## src/rtl/nibcore_pkg.sv

```systemverilog
package nibcore_pkg;
  localparam int STATE_W    = 64;
  localparam int KEY_W      = 80;
  localparam int NIB_W      = 4;
  localparam int RC_W       = 5;
  localparam int KEY_NIBS   = KEY_W / NIB_W;
  localparam int STATE_NIBS = STATE_W / NIB_W;
  localparam int CNT_W      = $clog2(KEY_NIBS);

  // operation applied to a dual-mode storage word this cycle
  typedef enum logic [2:0] {
    OP_HOLD,
    OP_LOAD,
    OP_SUBST,
    OP_ROT,
    OP_WORD
  } store_op_e;

  typedef enum logic [1:0] {
    PH_LOAD,
    PH_SUB,
    PH_PERM,
    PH_OUT
  } phase_e;

  function automatic logic [NIB_W-1:0] sbox4(input logic [NIB_W-1:0] x);
    case (x)
      4'h0: sbox4 = 4'hC;  4'h1: sbox4 = 4'h5;
      4'h2: sbox4 = 4'h6;  4'h3: sbox4 = 4'hB;
      4'h4: sbox4 = 4'h9;  4'h5: sbox4 = 4'h0;
      4'h6: sbox4 = 4'hA;  4'h7: sbox4 = 4'hD;
      4'h8: sbox4 = 4'h3;  4'h9: sbox4 = 4'hE;
      4'hA: sbox4 = 4'hF;  4'hB: sbox4 = 4'h8;
      4'hC: sbox4 = 4'h4;  4'hD: sbox4 = 4'h7;
      4'hE: sbox4 = 4'h1;  default: sbox4 = 4'h2;
    endcase
  endfunction

  // bit i moves to (16*i) mod 63; top bit fixed
  function automatic logic [STATE_W-1:0] perm64(input logic [STATE_W-1:0] s);
    logic [STATE_W-1:0] p;
    p = '0;
    for (int i = 0; i < STATE_W - 1; i++) p[(i * 16) % (STATE_W - 1)] = s[i];
    p[STATE_W-1] = s[STATE_W-1];
    return p;
  endfunction

  // the key has already turned by 64 during the round, so the
  // remaining turn to reach a 61-bit left rotation is 77 left
  function automatic logic [KEY_W-1:0] rotl77(input logic [KEY_W-1:0] k);
    return {k[2:0], k[KEY_W-1:3]};
  endfunction
endpackage

```

## src/rtl/nib_state_store.sv

```systemverilog
module nib_state_store
  import nibcore_pkg::*;
(
  input  logic               clk,
  input  logic               rst_n,
  input  store_op_e          op,
  input  logic [NIB_W-1:0]   din,
  input  logic [NIB_W-1:0]   sb,
  output logic [STATE_W-1:0] q
);
  always_ff @(posedge clk) begin
    if (!rst_n) q <= '0;
    else begin
      case (op)
        OP_LOAD:  q <= {q[STATE_W-NIB_W-1:0], din};
        OP_SUBST: q <= {q[STATE_W-NIB_W-1:0], sb};
        OP_ROT:   q <= {q[STATE_W-NIB_W-1:0], q[STATE_W-1 -: NIB_W]};
        OP_WORD:  q <= perm64(q);
        default:  q <= q;
      endcase
    end
  end
endmodule

```

## src/rtl/nib_key_store.sv

```systemverilog
module nib_key_store
  import nibcore_pkg::*;
(
  input  logic             clk,
  input  logic             rst_n,
  input  store_op_e        op,
  input  logic [NIB_W-1:0] din,
  input  logic [NIB_W-1:0] sb,
  input  logic [RC_W-1:0]  rc,
  output logic [NIB_W-1:0] upd_top,
  output logic [KEY_W-1:0] q
);
  logic [KEY_W-1:0] turned;
  logic [KEY_W-1:0] updated;

  always_comb begin
    turned  = rotl77(q);
    updated = turned;
    updated[KEY_W-1 -: NIB_W] = sb;
    updated[19:15] = turned[19:15] ^ rc;
  end

  assign upd_top = turned[KEY_W-1 -: NIB_W];

  always_ff @(posedge clk) begin
    if (!rst_n) q <= '0;
    else begin
      case (op)
        OP_LOAD: q <= {q[KEY_W-NIB_W-1:0], din};
        OP_ROT:  q <= {q[KEY_W-NIB_W-1:0], q[KEY_W-1 -: NIB_W]};
        OP_WORD: q <= updated;
        default: q <= q;
      endcase
    end
  end
endmodule

```

## src/rtl/nib_sequencer.sv

```systemverilog
module nib_sequencer
  import nibcore_pkg::*;
#(
  parameter int ROUNDS = 31
) (
  input  logic            clk,
  input  logic            rst_n,
  input  logic            ld_en,
  output store_op_e       st_op,
  output store_op_e       key_op,
  output logic            sbox_sel,
  output logic [RC_W-1:0] rnd,
  output logic            load_phase,
  output logic            sub_step,
  output logic            perm_step,
  output logic            out_step
);
  phase_e           ph;
  logic [CNT_W-1:0] cnt;

  always_ff @(posedge clk) begin
    if (!rst_n) begin
      ph  <= PH_LOAD;
      cnt <= '0;
      rnd <= '0;
    end else begin
      case (ph)
        PH_LOAD: if (ld_en) begin
          if (cnt == CNT_W'(KEY_NIBS - 1)) begin
            ph  <= PH_SUB;
            cnt <= '0;
            rnd <= RC_W'(1);
          end else cnt <= cnt + 1'b1;
        end
        PH_SUB: begin
          if (cnt == CNT_W'(STATE_NIBS - 1)) ph <= PH_PERM;
          cnt <= (cnt == CNT_W'(STATE_NIBS - 1)) ? '0 : cnt + 1'b1;
        end
        PH_PERM: begin
          cnt <= '0;
          if (rnd == RC_W'(ROUNDS)) ph <= PH_OUT;
          else begin
            rnd <= rnd + 1'b1;
            ph  <= PH_SUB;
          end
        end
        default: begin
          if (cnt == CNT_W'(STATE_NIBS - 1)) begin
            ph  <= PH_LOAD;
            cnt <= '0;
          end else cnt <= cnt + 1'b1;
        end
      endcase
    end
  end

  always_comb begin
    st_op  = OP_HOLD;
    key_op = OP_HOLD;
    case (ph)
      PH_LOAD: if (ld_en) begin
        st_op  = OP_LOAD;
        key_op = OP_LOAD;
      end
      PH_SUB:  begin st_op = OP_SUBST; key_op = OP_ROT;  end
      PH_PERM: begin st_op = OP_WORD;  key_op = OP_WORD; end
      default: begin st_op = OP_ROT;   key_op = OP_ROT;  end
    endcase
  end

  assign load_phase = (ph == PH_LOAD);
  assign sub_step   = (ph == PH_SUB);
  assign perm_step  = (ph == PH_PERM);
  assign out_step   = (ph == PH_OUT);
  assign sbox_sel   = (ph == PH_PERM);
endmodule

```

## src/rtl/nibble_cipher_core.sv

```systemverilog
module nibble_cipher_core
  import nibcore_pkg::*;
#(
  parameter int ROUNDS = 31
) (
  input  logic       clk,
  input  logic       rst_n,
  input  logic       ld_en,
  input  logic [3:0] key_nib,
  input  logic [3:0] pt_nib,
  output logic       ready,
  output logic [3:0] ct_nib,
  output logic       ct_valid
);
  store_op_e          st_op;
  store_op_e          key_op;
  logic               sbox_sel;
  logic [RC_W-1:0]    rnd;
  logic               load_phase;
  logic               sub_step;
  logic               perm_step;
  logic               out_step;
  logic [STATE_W-1:0] st_q;
  logic [KEY_W-1:0]   key_q;
  logic [NIB_W-1:0]   key_upd_top;
  logic [NIB_W-1:0]   mix_nib;
  logic [NIB_W-1:0]   sb_in;
  logic [NIB_W-1:0]   sb_out;

  nib_sequencer #(.ROUNDS(ROUNDS)) u_seq (
    .clk(clk), .rst_n(rst_n), .ld_en(ld_en),
    .st_op(st_op), .key_op(key_op), .sbox_sel(sbox_sel), .rnd(rnd),
    .load_phase(load_phase), .sub_step(sub_step),
    .perm_step(perm_step), .out_step(out_step)
  );

  // round-key nibble mixed into the leading state nibble
  assign mix_nib = st_q[STATE_W-1 -: NIB_W] ^ key_q[KEY_W-1 -: NIB_W];

  // the single shared substitution box
  assign sb_in  = sbox_sel ? key_upd_top : mix_nib;
  assign sb_out = sbox4(sb_in);

  nib_state_store u_state (
    .clk(clk), .rst_n(rst_n), .op(st_op), .din(pt_nib), .sb(sb_out), .q(st_q)
  );

  nib_key_store u_key (
    .clk(clk), .rst_n(rst_n), .op(key_op), .din(key_nib), .sb(sb_out),
    .rc(rnd), .upd_top(key_upd_top), .q(key_q)
  );

  assign ready    = load_phase;
  assign ct_valid = out_step;
  assign ct_nib   = mix_nib;
endmodule

```

## config.mk

```make
export PLATFORM = sky130hd
export DESIGN_NAME = nibble_cipher_core
export DESIGN_NICKNAME = d
export VERILOG_FILES = /design/src/rtl/nibcore_pkg.sv /design/src/rtl/nib_state_store.sv /design/src/rtl/nib_key_store.sv /design/src/rtl/nib_sequencer.sv /design/src/rtl/nibble_cipher_core.sv
export SDC_FILE = /design/constraint.sdc
export NUM_CORES = 1
export LEC_CHECK = 0
export BUFFER_PORTS_ARGS = -buffer_cell sky130_fd_sc_hd__buf_4
export CAP_MARGIN = 20
export CELL_PAD_IN_SITES_DETAIL_PLACEMENT = 0
export CELL_PAD_IN_SITES_GLOBAL_PLACEMENT = 1
export CORE_MARGIN = 5
export CORE_UTILIZATION = 35
export CTS_CLUSTER_SIZE = 12
export DETAILED_ROUTE_END_ITERATION = 7
export MAX_ROUTING_LAYER = met4
export PLACE_DENSITY = 0.59
export SLEW_MARGIN = 10
export SYNTH_ARGS = -nofsm -noshare
export SYNTH_HDL_FRONTEND = slang
export SYNTH_SLANG_ARGS = --single-unit
```

## constraint.sdc

```tcl
create_clock -name clk -period 5.25 [get_ports clk]
set_clock_uncertainty 0.2 [all_clocks]
set_input_delay 1.05 -clock clk [delete_from_list [all_inputs] [get_ports clk]]
set_output_delay 1.05 -clock clk [all_outputs]
set_load 0.02 [all_outputs]
```

---- Word-level counts from Yosys, hierarchy flattened ----
Memories as Yosys holds them, arrays and structs flattened.
Index checks and enable logic that the tools add are counted.
operators by class
  $add $sub $neg .......................... 2
  equal/unequal tests ..................... 17
  muxes and demuxes ....................... 20
  bitwise operators ....................... 3
  reduce and logical (&&, ||, !) cells .... 9
operator list
  kind                                                                     count
  64-bit case mux with 4 select lines                                      1
  80-bit case mux with 3 select lines                                      1
  5-bit two-way mux                                                        6
  5-bit case mux with 2 select lines                                       2
  5-bit by 1-bit adder with 5-bit output, second input constant            2
  5-bit equality test, second input constant                               2
  2-bit two-way mux                                                        5
  3-bit by 2-bit equality test with 1-bit output, second input constant    3
  3-bit case mux with 3 select lines                                       1
  3-bit nonzero test                                                       3
  4-bit AND reduction                                                      2
  3-bit by 1-bit equality test with 1-bit output, second input constant    2
  3-bit equality test, second input constant                               2
  2-bit case mux with 3 select lines                                       1
  3-bit case mux with 2 select lines                                       1
  5-bit by 4-bit equality test with 1-bit output, second input constant    1
  5-bit bitwise XOR                                                        1
  2-bit equality test, second input constant                               2
  4-bit two-way mux                                                        1
  2-bit by 1-bit inequality test with 1-bit output, second input constant  2
  2-bit inequality test, second input constant                             2
  4-bit nonzero test                                                       1
  4-bit bitwise XOR                                                        1
  2-bit by 1-bit equality test with 1-bit output, second input constant    1
  other kinds (5)                                                          5
word-level totals
  flip-flop bits (word level) ............. 156
  bits in read-only memories .............. 64
  output and inout port bits .............. 6
  memories ................................ 1
memories
  name             words  width  rd ports  clocked after memory_dff  write ports  RTL line           RTL
  (no name shown)  16     4      1         0                         0            nibcore_pkg.sv:27  case (x)

---- Longest topological paths before layout ----
  word-level depth ........................ 5
  depth in mapped cells ................... 12
  gate-level depth less buffers ........... 10

---- Modules after synthesis ----
From an unflattened synthesis, not the netlist that was laid out.
second synthesis, totals
  cells, all modules ...................... 880
  area, all modules ....................... 8872.3 um^2
by module, submodules not included
  module              instances  cells an instance  area an instance (um^2)  seq. area each (um^2)
  nib_key_store       1          454                4976.0                   1601.5
  nib_state_store     1          311                2772.7                   1281.2
  nib_sequencer       1          82                 794.5                    240.2
  nibble_cipher_core  1          33                 329.1                    0.0

---- Worst setup path after synthesis ----
OpenSTA, ideal clock, no wires.
  path type ............................... register -> register
  start ................................... reg u_seq.ph[0]
  end ..................................... reg u_state.q[0]
  arrival time ............................ 2441 ps
  path slack .............................. 2524 ps
  cell stages (with the launch flop) ...... 13
  path buffers ............................ 2
  period minus slack after synthesis ...... 2726 ps
  cell sequence ........................... dfxtp_1 -> buf_2 -> inv_1 -> ha_1 -> buf_2 -> mux2i_1 -> inv_1 -> ha_1 -> mux2_2 -> nand2_1 -> o21ai_0 -> xnor2_1 -> a211oi_1
on the way
  cells in the longest elaborated chain, start to end .. 5
  elaborated cells between the ends (all ways) .. 14
ends and longest elaborated chain
  element                                                    RTL line               RTL
  start: declaration                                         nib_sequencer.sv:18    phase_e ph;
  start signal: assignment                                   nib_sequencer.sv:23    ph <= PH_LOAD;
  start signal: assignment                                   nib_sequencer.sv:30    ph <= PH_SUB;
  start signal: assignment                                   nib_sequencer.sv:36    if (cnt == CNT_W'(STATE_NIBS - 1)) ph <= PH_PERM;
  branches (longest 5 deep; another with memory 16 x 4 bit)  n/a
  end signal: assignment                                     nib_state_store.sv:15  OP_LOAD: q <= {q[STATE_W-NIB_W-1:0], din};
  end signal: assignment                                     nib_state_store.sv:16  OP_SUBST: q <= {q[STATE_W-NIB_W-1:0], sb};
  end signal: assignment                                     nib_state_store.sv:17  OP_ROT: q <= {q[STATE_W-NIB_W-1:0], q[STATE_W-1 -: NIB_W]};
  end: declaration                                           nib_state_store.sv:9   output logic [STATE_W-1:0] q
Parallel ways; which one is timed is not known. The select of a mux whose other input is x is not followed.
A chain may end at the register's enable or synchronous reset.

---- Worst setup path after layout ----
  start ................................... reg u_seq.ph[0]
  end ..................................... reg u_state.q[55]
on the way
  cells in the longest elaborated chain, start to end .. 4
  elaborated cells between the ends (all ways) .. 10
ends and longest elaborated chain
  element                                                                           RTL line               RTL
  2-bit equality test (tied with other cells)                                       n/a
  3-bit case mux with 3 select lines (*)                                            nib_sequencer.sv:60    case (ph)
  3-bit equality test (tied with other cells)                                       nib_state_store.sv:14  case (op)
  64-bit case mux with 4 select lines / 4-bit nonzero test (equally long branches)  n/a
Mark *: on every way between the ends. The rest lies on a longest branch, timed or not. The select of a mux whose other input is x is not followed.

==> flow_metrics.tcl <==
set metrics [dict create \
    fin_hold_ws_ns 0.2788 \
    core_sq_mm 0.02030 \
    timing.fmax_ghz 0.2579 \
    grt_pass1_wl_mm 31.72 \
    synthTopCellsByArea "dfxtp_1, a221oi_1, a22oi_1" \
    ys_ff_latch 156 \
    slowest_stage "and3_2" \
    multi_input_area_sq_mm 0.003744 \
    hp-start "u_state.q[42]" \
    cp_num_buf_inv 2 \
    cp_top_family "simple AND/OR/NAND/NOR gates" \
    status "completed" \
    finalHoldViolations 0 \
    worstMarginPinSlew_ns 1.096 \
    path_max_fanout 34 \
    place_congestion 0.7522 \
    cts_tree "yes" \
    synthFlopType "dfxtp_1" \
    irDropWorstVdd_v 0.0001955 \
    dr.first_iter.drc_count 488 \
    worstPathCellList "inv_1, ha_1, nand2_2, mux2i_1, and3_2, buf_4, a22oi_1, a21oi_1" \
    regToRegSetupSlack_ns 1.37 \
    finalCritPeriodShare_pct 73.86 \
    grt_max_degree 117 \
    io_buffers 16 \
    route.vias.total 6253 \
    dp.final_hpwl_mm 12.08 \
    start_util_pct 35.60 \
    post_cts_resized 0 \
    ff_latch_area_sq_mm 0.003123 \
    cts_setup_buffers 0 \
    io_pins 17 \
    switchingPower_mw 1.005 \
    final_util_pct 39.84 \
    grt_usage_pct 16.68 \
    critPathRequiredTime_ns 5.39 \
    switching_share_pct 30.12 \
    num_rows 52 \
    whs_path_depth 2 \
    fin_nets 825 \
    crit_type "reg2reg" \
    yosys.area.top_type_share_pct 43.22 \
    grt.overflow.total 0 \
    rsz0062_at_grt "no" \
    synth_area_sq_mm 0.007226 \
    slew_headroom_pct 26.90 \
    antenna_cells 0 \
    tns_ns 0 \
    fillCellCount 2057 \
    setup_viol 0 \
    synthArstFlopShare_pct 0 \
    fp.dieH_microns 153.7 \
    layout-drive-gt1-share_pct 10.22 \
    critPathMaxStageDelay_ns 0.73 \
    yosys.area.top_type "dfxtp_1" \
    hold_path_end "u_state.q[42]" \
    p_comb_share_pct 18.7 \
    avgSynthCellArea_sq_um 8.633 \
    synth_edf_count 0 \
    numCtsBuffers 17 \
    hold_class "reg2reg" \
    clockRootBuffer "clkbuf_16" \
    postCtsHoldBufs 0 \
    dieArea_sq_mm 0.02362 \
    yosysUniqueCellTypes 61 \
    cp-start-kind "flip-flop" \
    layout_min_cycle_time_ns 3.878 \
    path_clk_slew_ns 0.06 \
    area_growth_pct 11.91 \
    endpoint_kind "flip-flop" \
    clock-sinks 156 \
    die_w_microns 153.7 \
    p_total_mw 3.337 \
    maxCapViolations 0 \
    grt_pass1_vias 5834 \
    arrival_ns 4.02 \
    grt_antenna_before_repair 0 \
    leakagePower_nw 2.938 \
    powerDensity_mw_per_mm2 412.6 \
    cts_max_level 4 \
    synth_cells 837 \
    ys_warn_count 0 \
    firstDrtPassIters 5 \
    viasPerCell 5.779 \
    pwr-share-seq_pct 43.1 \
    post-route-drc-count 0 \
    timing.rr.start "u_seq.ph[0]" \
    slew_viol_final 0 \
    synth_nets 863 \
    routed_wl_mm 19.34 \
    antenna_left 0 \
    clk_latency_ns 0.42 \
    p_clk_share_pct 38.3 \
    internal-power_mw 2.332 \
    r2r_cells 8 \
    clk_path_buf_depth 2 \
    wl_per_cell_microns 17.88 \
    setup.worst_path.start "u_seq.ph[0]" \
    synth-seq-area-share_pct 43.22 \
    reg2reg_to "u_state.q[55]" \
]
## worst max-delay path by stage
stage                     to  cells past startpoint
6_report       u_state.q[55]                      8
5_1_grt        u_state.q[45]                      8
4_1_cts        u_state.q[55]                      8
3_5_place_dp   u_state.q[55]                      8
3_3_place_gp     u_key.q[76]                      8
2_1_floorplan   u_state.q[0]                     12
## cells in the mapped netlist, types with 2 or more instances
| cell | n |
|---|---|
| dfxtp_1 | 156 |
| buf_1 | 7 |
| buf_2 | 25 |
| a32oi_1 | 6 |
| buf_4 | 8 |
| or3b_2 | 5 |
| and3_1 | 4 |
| xnor2_1 | 5 |
| nor2_1 | 94 |
| nand2b_1 | 6 |
| inv_1 | 7 |
| a22oi_1 | 61 |
| mux2i_1 | 5 |
| a311oi_1 | 4 |
| nand4_1 | 2 |
| and2_1 | 2 |
| nor2b_1 | 2 |
| a211oi_1 | 4 |
| xor2_1 | 11 |
| a21o_1 | 4 |
| mux2_2 | 5 |
| o211ai_1 | 3 |
| nand2_1 | 17 |
| a21oi_1 | 75 |
| o21ai_1 | 59 |
| o21ai_0 | 15 |
| ha_1 | 15 |
| a221oi_1 | 72 |
| nand3_1 | 4 |
| nor3_1 | 76 |
| o2111ai_1 | 2 |
| clkbuf_1 | 45 |
| a31oi_1 | 2 |
| a2bb2oi_1 | 2 |
## tightest hold or removal path, delay by kind of cell, from the launching register on
kind | cells | cell delay (ns)
AO/OA/AOI/OAI | 2 | 0.12
flip-flops | 1 | 0.31
## area by class of cell
class / instances / area share (%)
clock buffers: 20 / 5.524
repair buffers: 28 / 3.002
inverters: 8 / 0.3713
clock inverters: 12 / 2.011
flip-flops and latches: 156 / 38.62
well taps: 270 / 4.178
multi-input cells: 588 / 46.29
## power groups by stage
stage | clock [mW] | combinational, mW | sequential, mW
floorplan | 0 | 0.502 | 1.41
global placement | 0 | 0.600 | 1.46
detailed placement | 0 | 0.616 | 1.46
CTS | 1.31 | 0.619 | 1.44
global route | 1.37 | 0.699 | 1.45
finish | 1.28 | 0.623 | 1.44
## metal layers
layer | vias up | share of wire [%] | GRT usage (%)
met5 | - | 0 | -
met4 | 0 | 0.86 | 4.500
met3 | 11 | 2.9 | 3.569
met2 | 79 | 47 | 25.67
met1 | 3065 | 49 | 22.32
li1 | 3098 | - | -
## through the flow
stage          instance area, sq um  instances  setup slack [ns]
2_1_floorplan                  7226        837             2.524
3_3_place_gp                   7450       1049             1.536
3_5_place_dp                   7450       1049             1.411
4_1_cts                        8059       1081             1.383
5_1_grt                        8087       1082             1.111
6_report                       8087       1082             1.372
## cells by family after synthesis
| kind of cell | synth area share (%) |
|---|---|
| buffers and inverters | 5.680 |
| and+or+nand+nor | 14.55 |
| xor gates and xnor gates | 1.939 |
| muxes | 1.783 |
| AOI/OAI and AO/OA | 30.23 |
| DFF | 43.22 |
| adders and majority gates | 2.597 |
## state kept, by name, indices dropped and copies added, names as in the netlist
| name | count |
|---|---|
| u_key.q | 80 |
| u_state.q | 64 |
| u_seq.cnt | 5 |
| u_seq.rnd | 5 |
| u_seq.ph | 2 |
## cells in the final DEF (no fill, tap or decap), drive strengths merged, types with 11 or more instances in the layout
master,count
buf,28
nor3,76
a22oi,61
inv,11
a221oi,72
dfxtp,156
a21oi,75
nor2,95
ha,15
o21ai,74
xor2,11
nand2,18
clkbuf,20
No activity file was read; power rests on OpenSTA's default activity.
